File: src/rtl/rxr_pkg.sv
package rxr_pkg;

    typedef enum logic [3:0] {
        ST_IDLE,
        ST_FETCH0,
        ST_FETCH1,
        ST_FETCH2,
        ST_DATA,
        ST_CLOSE,
        ST_DROP,
        ST_PROBE0,
        ST_PROBE1
    } rxr_state_e;

    typedef struct packed {
        logic [15:0] flags;
        logic [15:0] len;
    } desc_word_t;

    localparam int FLG_EMPTY = 15;
    localparam int FLG_WRAP  = 13;
    localparam int FLG_LAST  = 11;
    localparam int FLG_LONG  = 5;
    localparam int FLG_TRUNC = 0;

    localparam int DESC_BYTES = 8;
    localparam int CRC_BYTES  = 4;
    localparam logic [31:0] CRC_POLY = 32'hEDB88320;

    // One byte of reflected CRC-32, bit by bit from the data LSB.
    function automatic logic [31:0] crc_step(input logic [31:0] c, input logic [7:0] d);
        logic [31:0] r;
        logic        fb;
        r = c;
        for (int i = 0; i < 8; i++) begin
            fb = r[0] ^ d[i];
            r  = {1'b0, r[31:1]} ^ (fb ? CRC_POLY : 32'h0);
        end
        return r;
    endfunction

    // Big-endian lane select: offset 0 lives on bits 31:24.
    function automatic logic [3:0] lane_be(input logic [1:0] lane);
        return 4'b1000 >> lane;
    endfunction

endpackage

File: src/rtl/rxr_crc32.sv
module rxr_crc32
    import rxr_pkg::*;
(
    input  logic        clk,
    input  logic        rst,
    input  logic        clear_i,
    input  logic        en_i,
    input  logic [7:0]  data_i,
    output logic [31:0] crc_o
);

    logic [31:0] crc_q;

    always_ff @(posedge clk) begin
        if (rst || clear_i) begin
            crc_q <= '1;
        end else if (en_i) begin
            crc_q <= crc_step(crc_q, data_i);
        end
    end

    assign crc_o = ~crc_q;

endmodule

File: src/rtl/rxr_frame_len.sv
module rxr_frame_len #(
    parameter int MAX_FRAME = 2032,
    parameter int LEN_W     = 16
) (
    input  logic             clk,
    input  logic             rst,
    input  logic             clear_i,
    input  logic             inc_i,
    input  logic [LEN_W-1:0] max_len_i,
    output logic             store_ok_o,
    output logic             trunc_o,
    output logic             long_o
);

    localparam logic [LEN_W-1:0] PAY_SAT   = LEN_W'((1 << LEN_W) - 5);
    localparam logic [LEN_W-1:0] STORE_LIM = LEN_W'(MAX_FRAME - 4);
    localparam logic [LEN_W-1:0] FRAME_LIM = LEN_W'(MAX_FRAME);

    logic [LEN_W-1:0] pay_q;
    logic [LEN_W-1:0] total;
    logic [LEN_W-1:0] stored;

    always_ff @(posedge clk) begin
        if (rst || clear_i) begin
            pay_q <= '0;
        end else if (inc_i && pay_q != PAY_SAT) begin
            pay_q <= pay_q + 1'b1;
        end
    end

    always_comb begin
        total      = pay_q + LEN_W'(4);
        trunc_o    = total > FRAME_LIM;
        stored     = trunc_o ? FRAME_LIM : total;
        long_o     = trunc_o || (stored > max_len_i);
        store_ok_o = pay_q < STORE_LIM;
    end

endmodule

File: src/rtl/rxr_ring_ptr.sv
module rxr_ring_ptr
    import rxr_pkg::*;
#(
    parameter int ADDR_W = 32
) (
    input  logic              clk,
    input  logic              rst,
    input  logic              enable_i,
    input  logic [ADDR_W-1:0] base_i,
    input  logic              advance_i,
    input  logic              wrap_i,
    output logic [ADDR_W-1:0] cur_o
);

    logic [ADDR_W-1:0] base_al;
    logic              unused_base;

    assign base_al     = {base_i[ADDR_W-1:2], 2'b00};
    assign unused_base = ^base_i[1:0];

    always_ff @(posedge clk) begin
        if (rst || !enable_i) begin
            cur_o <= base_al;
        end else if (advance_i) begin
            cur_o <= wrap_i ? base_al : cur_o + ADDR_W'(DESC_BYTES);
        end
    end

endmodule

File: src/rtl/rx_ring_engine.sv
module rx_ring_engine
    import rxr_pkg::*;
#(
    parameter int ADDR_W    = 32,
    parameter int BUFSZ_W   = 11,
    parameter int MAX_FRAME = 2032,
    parameter int LEN_W     = 16
) (
    input  logic               clk,
    input  logic               rst,
    input  logic               enable_i,
    input  logic               demand_i,
    input  logic [ADDR_W-1:0]  ring_base_i,
    input  logic [BUFSZ_W-1:0] max_buf_i,
    input  logic [LEN_W-1:0]   max_len_i,
    input  logic               rx_valid_i,
    input  logic [7:0]         rx_data_i,
    input  logic               rx_last_i,
    output logic               rx_ready_o,
    output logic               mem_rd_o,
    output logic               mem_wr_o,
    output logic [ADDR_W-1:0]  mem_addr_o,
    output logic [3:0]         mem_be_o,
    output logic [31:0]        mem_wdata_o,
    input  logic [31:0]        mem_rdata_i,
    output logic               ready_o,
    output logic [31:0]        rdar_o,
    output logic               evt_rxb_o,
    output logic               evt_rxf_o
);

    localparam int CNT_W = BUFSZ_W + 1;
    localparam logic [BUFSZ_W-1:0] BUF_FLOOR = BUFSZ_W'(16);

    rxr_state_e         state_q;
    logic [ADDR_W-1:0]  cur_addr;
    logic [ADDR_W-1:0]  bufptr_q;
    logic [BUFSZ_W-1:0] bufcnt_q;
    logic [15:0]        flags_q;
    logic               pay_done_q;
    logic               last_q;
    logic [1:0]         crc_idx_q;
    logic               ready_q;

    logic [BUFSZ_W-1:0] masked_max;
    logic [BUFSZ_W-1:0] eff_max;
    logic               unused_low;
    logic [31:0]        crc_fin;
    logic               store_ok;
    logic               trunc_flag;
    logic               long_flag;
    logic               frame_start;
    logic               byte_take;
    logic               crc_turn;
    logic               wr_byte;
    logic               buf_full;
    logic               crc_end;
    logic [7:0]         crc_byte;
    logic [7:0]         wbyte;
    logic [ADDR_W-1:0]  byte_addr;
    logic [15:0]        flags_new;
    desc_word_t         wb_word;

    // Buffer size: bits above 3 only, zero promoted to one granule.
    assign masked_max = {max_buf_i[BUFSZ_W-1:4], 4'b0000};
    assign eff_max    = (masked_max == '0) ? BUF_FLOOR : masked_max;
    assign unused_low = ^max_buf_i[3:0];

    assign frame_start = (state_q == ST_IDLE) && enable_i && ready_q && rx_valid_i;
    assign byte_take   = (state_q == ST_DATA) && !pay_done_q && rx_valid_i;
    assign crc_turn    = (state_q == ST_DATA) && pay_done_q;
    assign wr_byte     = (byte_take && store_ok) || crc_turn;
    assign buf_full    = (CNT_W'(bufcnt_q) + 1'b1) == CNT_W'(eff_max);
    assign crc_end     = crc_turn && (crc_idx_q == 2'd3);
    assign byte_addr   = bufptr_q + ADDR_W'(bufcnt_q);

    rxr_crc32 u_crc (
        .clk     (clk),
        .rst     (rst),
        .clear_i (frame_start),
        .en_i    (byte_take),
        .data_i  (rx_data_i),
        .crc_o   (crc_fin)
    );

    rxr_frame_len #(
        .MAX_FRAME (MAX_FRAME),
        .LEN_W     (LEN_W)
    ) u_len (
        .clk        (clk),
        .rst        (rst),
        .clear_i    (frame_start),
        .inc_i      (byte_take),
        .max_len_i  (max_len_i),
        .store_ok_o (store_ok),
        .trunc_o    (trunc_flag),
        .long_o     (long_flag)
    );

    rxr_ring_ptr #(
        .ADDR_W (ADDR_W)
    ) u_ptr (
        .clk       (clk),
        .rst       (rst),
        .enable_i  (enable_i),
        .base_i    (ring_base_i),
        .advance_i (state_q == ST_CLOSE),
        .wrap_i    (flags_q[FLG_WRAP]),
        .cur_o     (cur_addr)
    );

    always_comb begin
        unique case (crc_idx_q)
            2'd0:    crc_byte = crc_fin[31:24];
            2'd1:    crc_byte = crc_fin[23:16];
            2'd2:    crc_byte = crc_fin[15:8];
            default: crc_byte = crc_fin[7:0];
        endcase
        wbyte = crc_turn ? crc_byte : rx_data_i;
    end

    always_comb begin
        flags_new            = flags_q;
        flags_new[FLG_EMPTY] = 1'b0;
        if (last_q) begin
            flags_new[FLG_LAST] = 1'b1;
            if (trunc_flag) flags_new[FLG_TRUNC] = 1'b1;
            if (long_flag)  flags_new[FLG_LONG]  = 1'b1;
        end
        wb_word.flags = flags_new;
        wb_word.len   = 16'(bufcnt_q);
    end

    always_ff @(posedge clk) begin
        if (rst) begin
            state_q    <= ST_IDLE;
            bufptr_q   <= '0;
            bufcnt_q   <= '0;
            flags_q    <= '0;
            pay_done_q <= 1'b0;
            last_q     <= 1'b0;
            crc_idx_q  <= '0;
            ready_q    <= 1'b0;
        end else if (!enable_i) begin
            state_q <= ST_IDLE;
            ready_q <= 1'b0;
        end else begin
            unique case (state_q)
                ST_IDLE: begin
                    if (frame_start) begin
                        pay_done_q <= 1'b0;
                        last_q     <= 1'b0;
                        state_q    <= ST_FETCH0;
                    end else if (demand_i && !ready_q) begin
                        state_q <= ST_PROBE0;
                    end
                end
                ST_FETCH0: state_q <= ST_FETCH1;
                ST_FETCH1: begin
                    flags_q <= mem_rdata_i[31:16];
                    if (!mem_rdata_i[16 + FLG_EMPTY]) begin
                        state_q <= pay_done_q ? ST_PROBE0 : ST_DROP;
                    end else begin
                        state_q <= ST_FETCH2;
                    end
                end
                ST_FETCH2: begin
                    bufptr_q <= mem_rdata_i[ADDR_W-1:0];
                    bufcnt_q <= '0;
                    state_q  <= ST_DATA;
                end
                ST_DATA: begin
                    if (byte_take && rx_last_i) begin
                        pay_done_q <= 1'b1;
                        crc_idx_q  <= '0;
                    end
                    if (wr_byte) bufcnt_q <= bufcnt_q + 1'b1;
                    if (crc_turn) crc_idx_q <= crc_idx_q + 1'b1;
                    if (crc_end) begin
                        last_q  <= 1'b1;
                        state_q <= ST_CLOSE;
                    end else if (wr_byte && buf_full) begin
                        last_q  <= 1'b0;
                        state_q <= ST_CLOSE;
                    end
                end
                ST_CLOSE: state_q <= last_q ? ST_PROBE0 : ST_FETCH0;
                ST_DROP: begin
                    if (rx_valid_i && rx_last_i) state_q <= ST_PROBE0;
                end
                ST_PROBE0: state_q <= ST_PROBE1;
                ST_PROBE1: begin
                    ready_q <= mem_rdata_i[16 + FLG_EMPTY];
                    state_q <= ST_IDLE;
                end
                default: state_q <= ST_IDLE;
            endcase
        end
    end

    always_comb begin
        mem_rd_o    = 1'b0;
        mem_wr_o    = 1'b0;
        mem_addr_o  = '0;
        mem_be_o    = 4'b0000;
        mem_wdata_o = '0;
        evt_rxb_o   = 1'b0;
        evt_rxf_o   = 1'b0;
        unique case (state_q)
            ST_FETCH0, ST_PROBE0: begin
                mem_rd_o   = 1'b1;
                mem_addr_o = cur_addr;
            end
            ST_FETCH1: begin
                mem_rd_o   = 1'b1;
                mem_addr_o = cur_addr + ADDR_W'(4);
            end
            ST_DATA: begin
                mem_wr_o    = wr_byte;
                mem_addr_o  = byte_addr;
                mem_be_o    = wr_byte ? lane_be(byte_addr[1:0]) : 4'b0000;
                mem_wdata_o = {4{wbyte}};
            end
            ST_CLOSE: begin
                mem_wr_o    = 1'b1;
                mem_addr_o  = cur_addr;
                mem_be_o    = 4'b1111;
                mem_wdata_o = wb_word;
                evt_rxf_o   = last_q;
                evt_rxb_o   = !last_q;
            end
            default: ;
        endcase
    end

    assign rx_ready_o = ((state_q == ST_DATA) && !pay_done_q) || (state_q == ST_DROP);
    assign ready_o    = ready_q;
    assign rdar_o     = {7'b0, ready_q, 24'b0};

endmodule

File: config.mk
export PLATFORM = sky130hd
export DESIGN_NAME = rx_ring_engine
export DESIGN_NICKNAME = d
export VERILOG_FILES = /design/src/rtl/rxr_pkg.sv /design/src/rtl/rxr_crc32.sv /design/src/rtl/rxr_frame_len.sv /design/src/rtl/rxr_ring_ptr.sv /design/src/rtl/rx_ring_engine.sv
export SDC_FILE = /design/constraint.sdc
export NUM_CORES = 1
export LEC_CHECK = 0
export BUFFER_PORTS_ARGS = -buffer_cell sky130_fd_sc_hd__buf_2
export CAP_MARGIN = 5
export CORE_ASPECT_RATIO = 1.75
export CORE_MARGIN = 8
export CORE_UTILIZATION = 24
export CTS_CLUSTER_SIZE = 20
export DETAILED_ROUTE_END_ITERATION = 12
export GPL_TIMING_DRIVEN = 0
export SLEW_MARGIN = 40
export SYNTH_ARGS = -nofsm -noshare
export SYNTH_HDL_FRONTEND = slang
export SYNTH_SLANG_ARGS = --single-unit
File: constraint.sdc
create_clock -name clk -period 4.9 [get_ports clk]
set_clock_uncertainty 0.2 [all_clocks]
set_input_delay 1.225 -clock clk [delete_from_list [all_inputs] [get_ports clk]]
set_output_delay 1.225 -clock clk [all_outputs]
set_load 0.02 [all_outputs]
==> metrics.cfg, run 1 <==
[floorplan]
core_area_mm2=0.0443
die_h_um=296
rows=102
initial_utilization_pct=24.3
fp.dieW_um=176
io_pins=211
dieArea_mm2=0.0522

[global_routing]
grt_max_degree=30
overflow=0
grt_pass1_vias=10900
grt_util_all_layers_pct=16.6
grt_pass1_wl_um=65800
antenna_found_initial=6

[sta]
fin_ws_ns=-0.0719
maxSlewViolCount=0
fin_crit_ns=4.97
fin_crit_sh_pct=101
finalSetupViolCount=1
worstMarginPinSlew_ns=0.795
slew_headroom_pct=46.6
hold_viol_final=0
holdWs_ns=0.261
fmax_mhz=201
rsz0062_at_grt=true

[setup_path]
r2r_cells=33
setup.worst_path.end_class=output pin
crit_type=reg2out
r2r_slack_ns=0.06
timing.rr.start=u_len.pay_q[2]$_SDFFE_PP0P_
startpoint_type=flop
worstPathArrival_ns=3.55
crit_fanout=4
r2r-end=u_len.pay_q[14]$_SDFFE_PP0P_
crit_required_ns=3.47
crit_start=u_len.pay_q[7]$_SDFFE_PP0P_

[synth]
async_flop_share_pct=0
seq_area_frac_synth_pct=30.1
syn_avg_cell_area_um2=7.54
synth_cell_type_count=71
yosysWarnings=0
synth-main-ff-cell=dfxtp_1
synth_area_mm2=0.0108
yosys_register_bits=147
synthesis.instances=1428
synth-edff-count=30

[detailed_routing]
via_per_inst=4.85
drc=0
routed_wl_um=44700
ant_nets=0
vias=11200
first_iter_violations=733
first_pass_iters=5
wire_per_inst_um=19.5

[power]
intPower_w=0.00228
swShare_pct=32.7
peakVddDrop_mv=0.229
leakagePower_nw=5.75
seq_power_share_pct=39.3
netSwitchingPower_w=0.00111
clkPwrFrac_pct=37.7
pwr-share-comb_pct=22.9
powerDensity_mw_per_mm2=243

[clock_tree]
cts_max_path_buffers=2
cts_sinks=147
clock_latency_ns=0.45
cts_root_buffer=clkbuf_16
cts_inserted_buffers=17
cts_tree=built
path_clk_slew_ns=0.06
h-tree-depth=4

[cells_and_area]
fin_area_mm2=0.0139
layout_commonest_cell=nand2_1
num-nets-final=1861
layout_common_cells=nand2_1, buf_2, a21oi_1, dfxtp_1, xnor2_1
syn_to_final_growth_pct=29.2
antenna_cells=0
drive_above_1_share_pct=21.8

[hold_path]
holdPathEnd=flags_q[3]$_SDFFE_PP0P_
hold_path_class=reg2reg
hold-path-cell-count=2
worstHoldStart=flags_q[3]$_SDFFE_PP0P_

[place]
numPortBuffers=173
post-place-ws_ns=-0.774
placed_area_mm2=0.0125
place.gp.congestion=0.939
dp_hpwl_um=36000

[outcome]
violations=setup timing
status=complete, but fails checks

[job]
max-cap-violations=0

critical path, cell delays in order, from the launching register on:
cell,delay (ns)
dfxtp_4,0.36
buf_6,0.09
nand4_1,0.18
nor3_2,0.25
nand3b_1,0.12
a21oi_2,0.21
a21oi_4,0.08
nor3_4,0.23
buf_6,0.14
buf_6,0.10
nand2_2,0.07
ha_4,0.28
nand4_1,0.11
nor2_1,0.14
nand2_1,0.12
nor3_2,0.12
nor2_1,0.07
o21ai_2,0.09
o2111ai_1,0.12
buf_4,0.21
layer usage:
metal / global-route usage [%] / vias up / share of wire, %
met5: 0 / - / 0.022
met4: 7.66 / 2 / 4.4
met3: 2.94 / 90 / 5.2
met2: 31.7 / 386 / 53
met1: 17.3 / 5209 / 37
li1: - / 5465 / -
layout make-up:
| class | instances | area [um^2] |
|---|---|---|
| well taps | 572 | 716 |
| fillers | 4776 | 30400 |
| clock buffers | 21 | 482 |
| plain buffers | 113 | 596 |
| multi-input cells | 1150 | 7180 |
| repair buffers | 235 | 1410 |
| inverters | 50 | 188 |
| flip-flops and latches | 147 | 3270 |
| clock inverters | 10 | 70.1 |
registers in the layout (all words and copies together), names as in the netlist:
signal / count
crc_idx_q: 2
state_q: 4
ready_o: 1
last_q: 1
pay_done_q: 1
u_ptr.cur_o: 32
flags_q: 15
bufcnt_q: 11
u_len.pay_q: 16
bufptr_q: 32
u_crc.crc_q: 32
cell usage after synthesis (all sizes together), types with 3 or more instances:
library cell	n	share of area (%)
or2	3	0.17
o22ai	11	0.64
mux2i	6	0.56
a31oi	15	0.87
a21oi	115	5.3
o31ai	4	0.28
nor2b	24	1.4
o211ai	32	2.2
o221ai	14	1.1
dfxtp	117	22
a211oi	6	0.42
xnor2	105	8.8
nand3	38	1.8
o21a	4	0.28
o21bai	3	0.21
clkbuf	76	2.8
nor2	80	2.8
edfxtp	30	8.4
nand3b	4	0.28
nor4b	9	0.79
nand2	289	10
nor3b	4	0.28
nand4	20	1.2
xor2	52	4.6
or3	12	0.70
and3	19	1.1
inv	50	1.7
buf	40	2.7
and4	3	0.24
and2	7	0.41
nor4	13	0.76
ha	41	4.8
nor3	32	1.5
o311a	8	0.74
o311ai	4	0.33
a21o	6	0.42
nand2b	11	0.64
o21ai	93	4.3
kinds of logic (layout without fill, tap and decap cells):
logic type	after synthesis	in the layout	synth area share, %
mux	8	8	0.767
fa+ha+maj	42	42	4.95
flops	147	147	30.1
buf+inv	166	429	7.30
compound gates	331	331	18.6
simple gates	576	576	24.8
other cells	1	36	0.0348
xor+xnor	157	157	13.4
power by group through the flow:
stage | Sequential [W] | Clock [W] | Combinational [W]
after CTS | 0.00133 | 0.00129 | 0.000777
after global routing | 0.00134 | 0.00134 | 0.000841
after detailed placement | 0.00136 | 0 | 0.000770
after floorplan | 0.00134 | 0 | 0.000531
final | 0.00133 | 0.00128 | 0.000777
after global placement | 0.00136 | 0 | 0.000761
metrics by stage:
step                cells  util, %  TNS [ns]  total power (W)
detailed placement   2208     28.3    -0.774          0.00213
CTS                  2280     30.7    -0.187          0.00340
global placement     2208     28.2    -0.806          0.00212
global route         2298     31.4    -0.274          0.00352
finish               2298     31.4   -0.0719          0.00339
floorplan            1463        -         0          0.00187
how the worst max path moves through the flow:
stage / slack (ns) / end
after detailed placement: -0.77 / mem_wdata_o[21]
final: -0.07 / mem_wdata_o[21]
after global placement: -0.79 / mem_wdata_o[21]
after CTS: -0.10 / mem_wdata_o[21]
after global routing: -0.23 / mem_wdata_o[21]
after floorplan: 0.39 / mem_wdata_o[21]
repair_timing:
item | in CTS | in global routing
hold endpoints to repair | 0 | 0
endpoints found under the setup margin | 23 | 21
buffers inserted | 43 | 21
gates resized for setup | 50 | 43
pin swaps | 21 | 19
hold buffers | 0 | 0
(Power assumes the default switching activity.)
==> run 2, diff against run 1 <==
- MAX_ROUTING_LAYER: default -> met4
- SETUP_SLACK_MARGIN: default -> 0.15
==> run 2 against run 1 <==
  * Final area is 2.3% lower
  * Core utilization shrank 0.73 points
  * Clock power is essentially flat
  * Power is 0.91% higher
  * Worst setup slack better by 0.035 ns
  * Cell count is 1.5% lower
  * The run still ends with setup timing left
  * Routed wire length shrank 2.0%
  * Count of clock-buffer cells in the layout increased by 2
==> metrics.cfg, run 2 (same netlist as run 1, synthesis figures left out) <==
[outcome]
status=complete, but fails checks  ; unchanged
violations=setup timing  ; unchanged

[global_routing]
overflow=0  ; unchanged
grt_pass1_wl_um=64500  ; was 65800 um
grt_max_degree=30  ; unchanged
antenna_found_initial=5  ; was 6
grt_pass1_vias=10800  ; was 10900
grt_util_all_layers_pct=16.8  ; was 16.6%

[clock_tree]
hold_buffers=0  ; unchanged
h-tree-depth=4  ; unchanged
clock_latency_ns=0.45  ; about the same
cts_root_buffer=clkbuf_16  ; unchanged
cts_tree=built  ; unchanged
cts_max_path_buffers=2  ; unchanged
path_clk_slew_ns=0.07  ; was 0.06 ns
cts_inserted_buffers=17  ; unchanged
cts_sinks=147  ; unchanged

[detailed_routing]
wire_per_inst_um=19.4  ; was 19.5 um
vias=10900  ; was 11200
drc=0  ; unchanged
met3_length_um=1920  ; was 2300 um
ant_nets=0  ; unchanged
routed_wl_um=43800  ; was 44700 um
wl_met1_um=16700  ; was 16800 um
highest_layer=met4  ; was met5
first_pass_iters=5  ; unchanged
wl_met2_um=23600  ; was 23700 um
via_per_inst=4.82  ; was 4.85
first_iter_violations=753  ; was 733

[setup_path]
worstPathArrival_ns=3.51  ; was 3.55 ns
crit_fanout=4  ; unchanged
startpoint_type=flop  ; unchanged
crit_type=reg2out  ; unchanged
setup.worst_path.end_class=output pin  ; unchanged
crit_required_ns=3.47  ; about the same
r2r_slack_ns=1.76  ; was 0.06 ns

[cells_and_area]
layout_commonest_cell=nand2_1  ; unchanged
syn_to_final_growth_pct=26.2  ; was 29.2%
final_core_util_pct=30.7  ; was 31.4%
layout_common_cells=nand2_1, buf_2, a21oi_1, dfxtp_1, xnor2_1  ; unchanged
n_fill_cell=4805  ; was 4776
top_regs=bufptr_q (32), u_crc.crc_q (32), u_ptr.cur_o (32)  ; unchanged
num-nets-final=1824  ; was 1861
seq_area_mm2=0.00326  ; was 0.00327 mm^2
drive_above_1_share_pct=20.3  ; was 21.8%
multiInputGateArea_mm2=0.00717  ; was 0.00718 mm^2

[sta]
fin_ws_ns=-0.0366  ; was -0.0719 ns
rsz0062_at_grt=true  ; unchanged
worstMarginPinSlew_ns=0.788  ; was 0.795 ns
slew_headroom_pct=47.3  ; was 46.6%
fin_crit_ns=4.94  ; was 4.97 ns
setup-tns-final_ns=-0.0366  ; was -0.0719 ns
hold_viol_final=0  ; unchanged
fin_crit_sh_pct=101  ; about the same
fmax_mhz=203  ; was 201 MHz
finalSetupViolCount=1  ; unchanged
maxSlewViolCount=0  ; unchanged

[power]
leakagePower_nw=5.59  ; was 5.75 nW
netSwitchingPower_w=0.00109  ; was 0.00111 W
peakVddDrop_mv=0.257  ; was 0.229 mV
intPower_w=0.00233  ; was 0.00228 W
pwr-share-comb_pct=22.6  ; was 22.9%
swShare_pct=31.9  ; was 32.7%
powerDensity_mw_per_mm2=251  ; was 243 mW/mm^2
clkPwrFrac_pct=38.3  ; was 37.7%
seq_power_share_pct=39.0  ; was 39.3%

[floorplan]
initial_utilization_pct=24.3  ; unchanged
dieArea_mm2=0.0522  ; unchanged
fp.dieW_um=176  ; unchanged
core_area_mm2=0.0443  ; unchanged
io_pins=211  ; unchanged
die_h_um=296  ; unchanged
rows=102  ; unchanged

[place]
numPortBuffers=173  ; unchanged
dp_hpwl_um=35900  ; was 36000 um
place.gp.congestion=0.957  ; was 0.939

[job]
max-cap-violations=0  ; unchanged

[hold_path]
hold_path_class=reg2reg  ; unchanged

run 2: critical path: stages, from the launching register on:
cell,delay (ns)
dfxtp_2,0.32
buf_6,0.10
nand4_1,0.18
nor2_4,0.17
nand4_1,0.16
xor2_1,0.24
nand3_2,0.14
buf_4,0.19
nor4_2,0.18
ha_1,0.30
a21oi_1,0.16
nor2_1,0.06
o311ai_1,0.26
a21oi_1,0.12
o21ai_2,0.18
o2111ai_1,0.11
buf_4,0.21
run 2: final timing paths:
| kind | startpoint | end | cells past startpoint |
|---|---|---|---|
| max | u_len.pay_q[6]$_SDFFE_PP0P_ | mem_wdata_o[21] | 16 |
| min | flags_q[3]$_SDFFE_PP0P_ | flags_q[3]$_SDFFE_PP0P_ | 2 |
| max reg2reg | state_q[2]$_SDFFE_PP0P_ | u_ptr.cur_o[31]$_DFFE_PP_ | 8 |
| min reg2reg | flags_q[3]$_SDFFE_PP0P_ | flags_q[3]$_SDFFE_PP0P_ | 2 |
run 2: layer usage:
layer / track usage, % / vias up
li1: - / 5391
met1: 17.1 / 5106
met2: 31.5 / 345
met3: 2.24 / 69
met4: 7.45 / 0
met5: - / -
run 2: cell type report:
type / count / area share, %
well taps: 572 / 5.27
clock buffers: 23 / 3.53
clock inverters: 9 / 0.691
plain buffers: 116 / 4.60
diodes: 2 / 0.0368
repair buffers: 195 / 7.71
multi-input cells: 1150 / 52.8
flip-flops and latches: 147 / 24.0
inverters: 50 / 1.38
run 2: power by group through the flow:
| stage | clock, W | sequential [W] | combinational (W) |
|---|---|---|---|
| global route | 0.00138 | 0.00134 | 0.000839 |
| floorplan | 0 | 0.00134 | 0.000531 |
| detailed placement | 0 | 0.00136 | 0.000767 |
| CTS | 0.00134 | 0.00133 | 0.000773 |
| finish | 0.00131 | 0.00133 | 0.000773 |
| global placement | 0 | 0.00136 | 0.000762 |
run 2: repair_timing:
action,in CTS,in global routing
pin swaps,19,19
setup buffers,15,7
setup endpoints to repair,34,30
gates resized for setup,48,45
run 2: stage by stage:
stage                     hold slack [ns]  cell area, um^2  worst slack (ns)  instances  total power [W]
after floorplan                     0.233            10900             0.393       1463          0.00187
after global placement              0.244            12500            -0.809       2208          0.00212
after detailed placement            0.253            12500            -0.795       2208          0.00213
after CTS                           0.261            13400            -0.178       2255          0.00344
after global routing                0.277            13600            -0.242       2264          0.00356
final                               0.262            13600           -0.0366       2264          0.00342
==> run 3, diff against run 2 <==
- clock period: 4.9 -> 5.4 ns (I/O delays scaled with it)
==> run 3 against run 2 <==
  * The flow now finishes without violations
  * Non-clock buffer count fell by 10
  * Sequential share of layout area up 0.32 points
  * First-iteration DRC count down 11%
  * Routed wire length is 1.3% lower
  * Count of clock-buffer cells in the layout unchanged
  * Register-to-register slack better by 0.27 ns
  * Core utilization shrank 0.51 points
  * Worst hold slack barely moved
==> metrics.cfg, run 3 (same netlist as run 1, synthesis figures left out) <==
[outcome]
status=finished clean  ; was complete, but fails checks

[power]
powerDensity_mw_per_mm2=232  ; was 251 mW/mm^2
leakagePower_nw=5.49  ; was 5.59 nW
seq_power_share_pct=39.1  ; was 39.0%
intPower_w=0.00211  ; was 0.00233 W
swShare_pct=31.9  ; about the same
clkPwrFrac_pct=38.4  ; was 38.3%
peakVddDrop_mv=0.233  ; was 0.257 mV
netSwitchingPower_w=0.000987  ; was 0.00109 W
power_w=0.00310  ; was 0.00342 W
pwr-share-comb_pct=22.5  ; was 22.6%

[cells_and_area]
num-nets-final=1814  ; was 1824
layout_common_cells=nand2_1, buf_2, dfxtp_1, a21oi_1, xnor2_1  ; was nand2_1, buf_2, a21oi_1, dfxtp_1, xnor2_1
drive_above_1_share_pct=18.0  ; was 20.3%
fin_cells=2254  ; was 2264
fin_area_mm2=0.0134  ; was 0.0136 mm^2
top_regs=bufptr_q (32), u_crc.crc_q (32), u_ptr.cur_o (32)  ; unchanged
syn_to_final_growth_pct=24.2  ; was 26.2%
layout_commonest_cell=nand2_1  ; unchanged

[place]
numPortBuffers=173  ; unchanged
dp_hpwl_um=35900  ; unchanged
place.gp.congestion=0.957  ; unchanged
placed_area_mm2=0.0125  ; unchanged
post-place-cells=2208  ; unchanged

[sta]
setup-tns-final_ns=0  ; was -0.0366 ns
finalSetupViolCount=0  ; was 1
fin_crit_ns=5.14
fin_crit_sh_pct=95.1
rsz0062_at_grt=true  ; unchanged
maxSlewViolCount=0  ; unchanged
fmax_mhz=195
hold_viol_final=0  ; unchanged
worstMarginPinSlew_ns=0.817  ; was 0.788 ns
slew_headroom_pct=44.9  ; was 47.3%

[setup_path]
startpoint_type=flop  ; unchanged
cp_slowest_stage_delay_ns=0.31  ; was 0.32 ns
worstPathArrival_ns=3.59  ; was 3.51 ns
crit_type=reg2out  ; unchanged
crit_path_cell_trace=clkbuf_2 -> nand3_4 -> nor3_2 -> nand3b_1 -> a21oi_1 -> a21oi_2 -> nor3_4 -> buf_6 -> buf_4 -> nand2_1 -> ha_1 -> nand4_1 -> nor2_2 -> a21oi_1 -> o211ai_1 -> o21ai_2 -> o2111ai_1 -> buf_4  ; was buf_6 -> nand4_1 -> nor2_4 -> nand4_1 -> xor2_1 -> nand3_2 -> buf_4 -> nor4_2 -> ha_1 -> a21oi_1 -> nor2_1 -> o311ai_1 -> a21oi_1 -> o21ai_2 -> o2111ai_1 -> buf_4
crit_fanout=7  ; was 4
path_delay_family=compound AO/OA/AOI/OAI gates  ; was simple AND/OR/NAND/NOR gates
setup.worst_path.end_class=output pin  ; unchanged
crit_required_ns=3.85  ; was 3.47 ns
slowest_stage=dfxtp_1  ; was dfxtp_2
path_buf_inv=4  ; was 3

[detailed_routing]
routed_wl_um=43300  ; was 43800 um
vias=10900  ; about the same
ant_nets=0  ; unchanged
first_pass_iters=4  ; was 5
via_per_inst=4.83  ; was 4.82
drc=0  ; unchanged
wire_per_inst_um=19.2  ; was 19.4 um
first_iter_violations=673  ; was 753

[clock_tree]
path_clk_slew_ns=0.06  ; was 0.07 ns
clock_latency_ns=0.44  ; was 0.45 ns
cts_inserted_buffers=17  ; unchanged
h-tree-depth=4  ; unchanged
cts_tree=built  ; unchanged
cts_max_path_buffers=2  ; unchanged
cts_root_buffer=clkbuf_16  ; unchanged
cts_sinks=147  ; unchanged

[floorplan]
initial_utilization_pct=24.3  ; unchanged
fp.dieW_um=176  ; unchanged
core_area_mm2=0.0443  ; unchanged
rows=102  ; unchanged
dieArea_mm2=0.0522  ; unchanged
io_pins=211  ; unchanged
die_h_um=296  ; unchanged

[global_routing]
overflow=0  ; unchanged
grt_pass1_vias=10700  ; was 10800
grt_max_degree=30  ; unchanged
antenna_found_initial=5  ; unchanged
grt_pass1_wl_um=64200  ; was 64500 um
grt_util_all_layers_pct=16.7  ; was 16.8%

[hold_path]
hold_path_class=reg2reg  ; unchanged

[job]
max-cap-violations=0  ; unchanged

==> run 3: final timing paths <==
check | start | end | slack, ns | depth (start not counted)
setup / recovery | u_len.pay_q[4]$_SDFFE_PP0P_ | mem_wdata_o[21] | 0.26 | 18
hold / removal | flags_q[4]$_SDFFE_PP0P_ | flags_q[4]$_SDFFE_PP0P_ | 0.26 | 2
setup reg to reg | state_q[2]$_SDFFE_PP0P_ | u_ptr.cur_o[31]$_DFFE_PP_ | 2.03 | 8
hold reg to reg | flags_q[4]$_SDFFE_PP0P_ | flags_q[4]$_SDFFE_PP0P_ | 0.26 | 2
==> run 3: through the flow <==
| step | hold WS (ns) | utilization (%) | setup WS [ns] |
|---|---|---|---|
| 6_report | 0.262 | 30.2 | 0.263 |
| 3_5_place_dp | 0.253 | 28.3 | -0.420 |
| 4_1_cts | 0.261 | 29.9 | 0.0954 |
| 3_3_place_gp | 0.244 | 28.2 | -0.434 |
| 2_1_floorplan | 0.233 | - | 0.768 |
| 5_1_grt | 0.277 | 30.2 | 0.0563 |
==> run 3: metal layers <==
metal	track usage, %	part of all wire [%]	up-vias
met5	-	0	-
met4	7.24	3.5	0
met3	2.24	4.6	65
met2	31.3	54	362
met1	17.1	38	5081
li1	-	-	5379
==> run 3: timing repair <==
item	4_1_cts	5_1_grt
buffers inserted	6	6
hold buffers	0	0
setup endpoints to repair	5	7
pin swaps	12	12
resized for setup	28	18
==> run 3: layout make-up <==
| type | instances | area (um^2) |
|---|---|---|
| buffer | 116 | 614 |
| clock buffer | 23 | 479 |
| antenna | 2 | 5.00 |
| tap | 572 | 716 |
| timing repair buffer | 185 | 975 |
| sequential | 147 | 3250 |
| clock inverter | 9 | 93.8 |
| fill | 4809 | 30900 |
| inverter | 50 | 188 |
| multi-input combinational | 1150 | 7040 |
==> run 3: power by group through the flow <==
| stage | clock, W | combinational [W] | sequential, W |
|---|---|---|---|
| floorplan | 0 | 0.000482 | 0.00122 |
| global placement | 0 | 0.000691 | 0.00123 |
| detailed placement | 0 | 0.000696 | 0.00123 |
| CTS | 0.00121 | 0.000700 | 0.00121 |
| global route | 0.00126 | 0.000757 | 0.00121 |
| finish | 0.00119 | 0.000698 | 0.00121 |
==> run 3: worst min-delay path: stages (launching register included) <==
cell,delay [ns]
dfxtp_1,0.31
nand2_1,0.05
a21oi_1,0.05
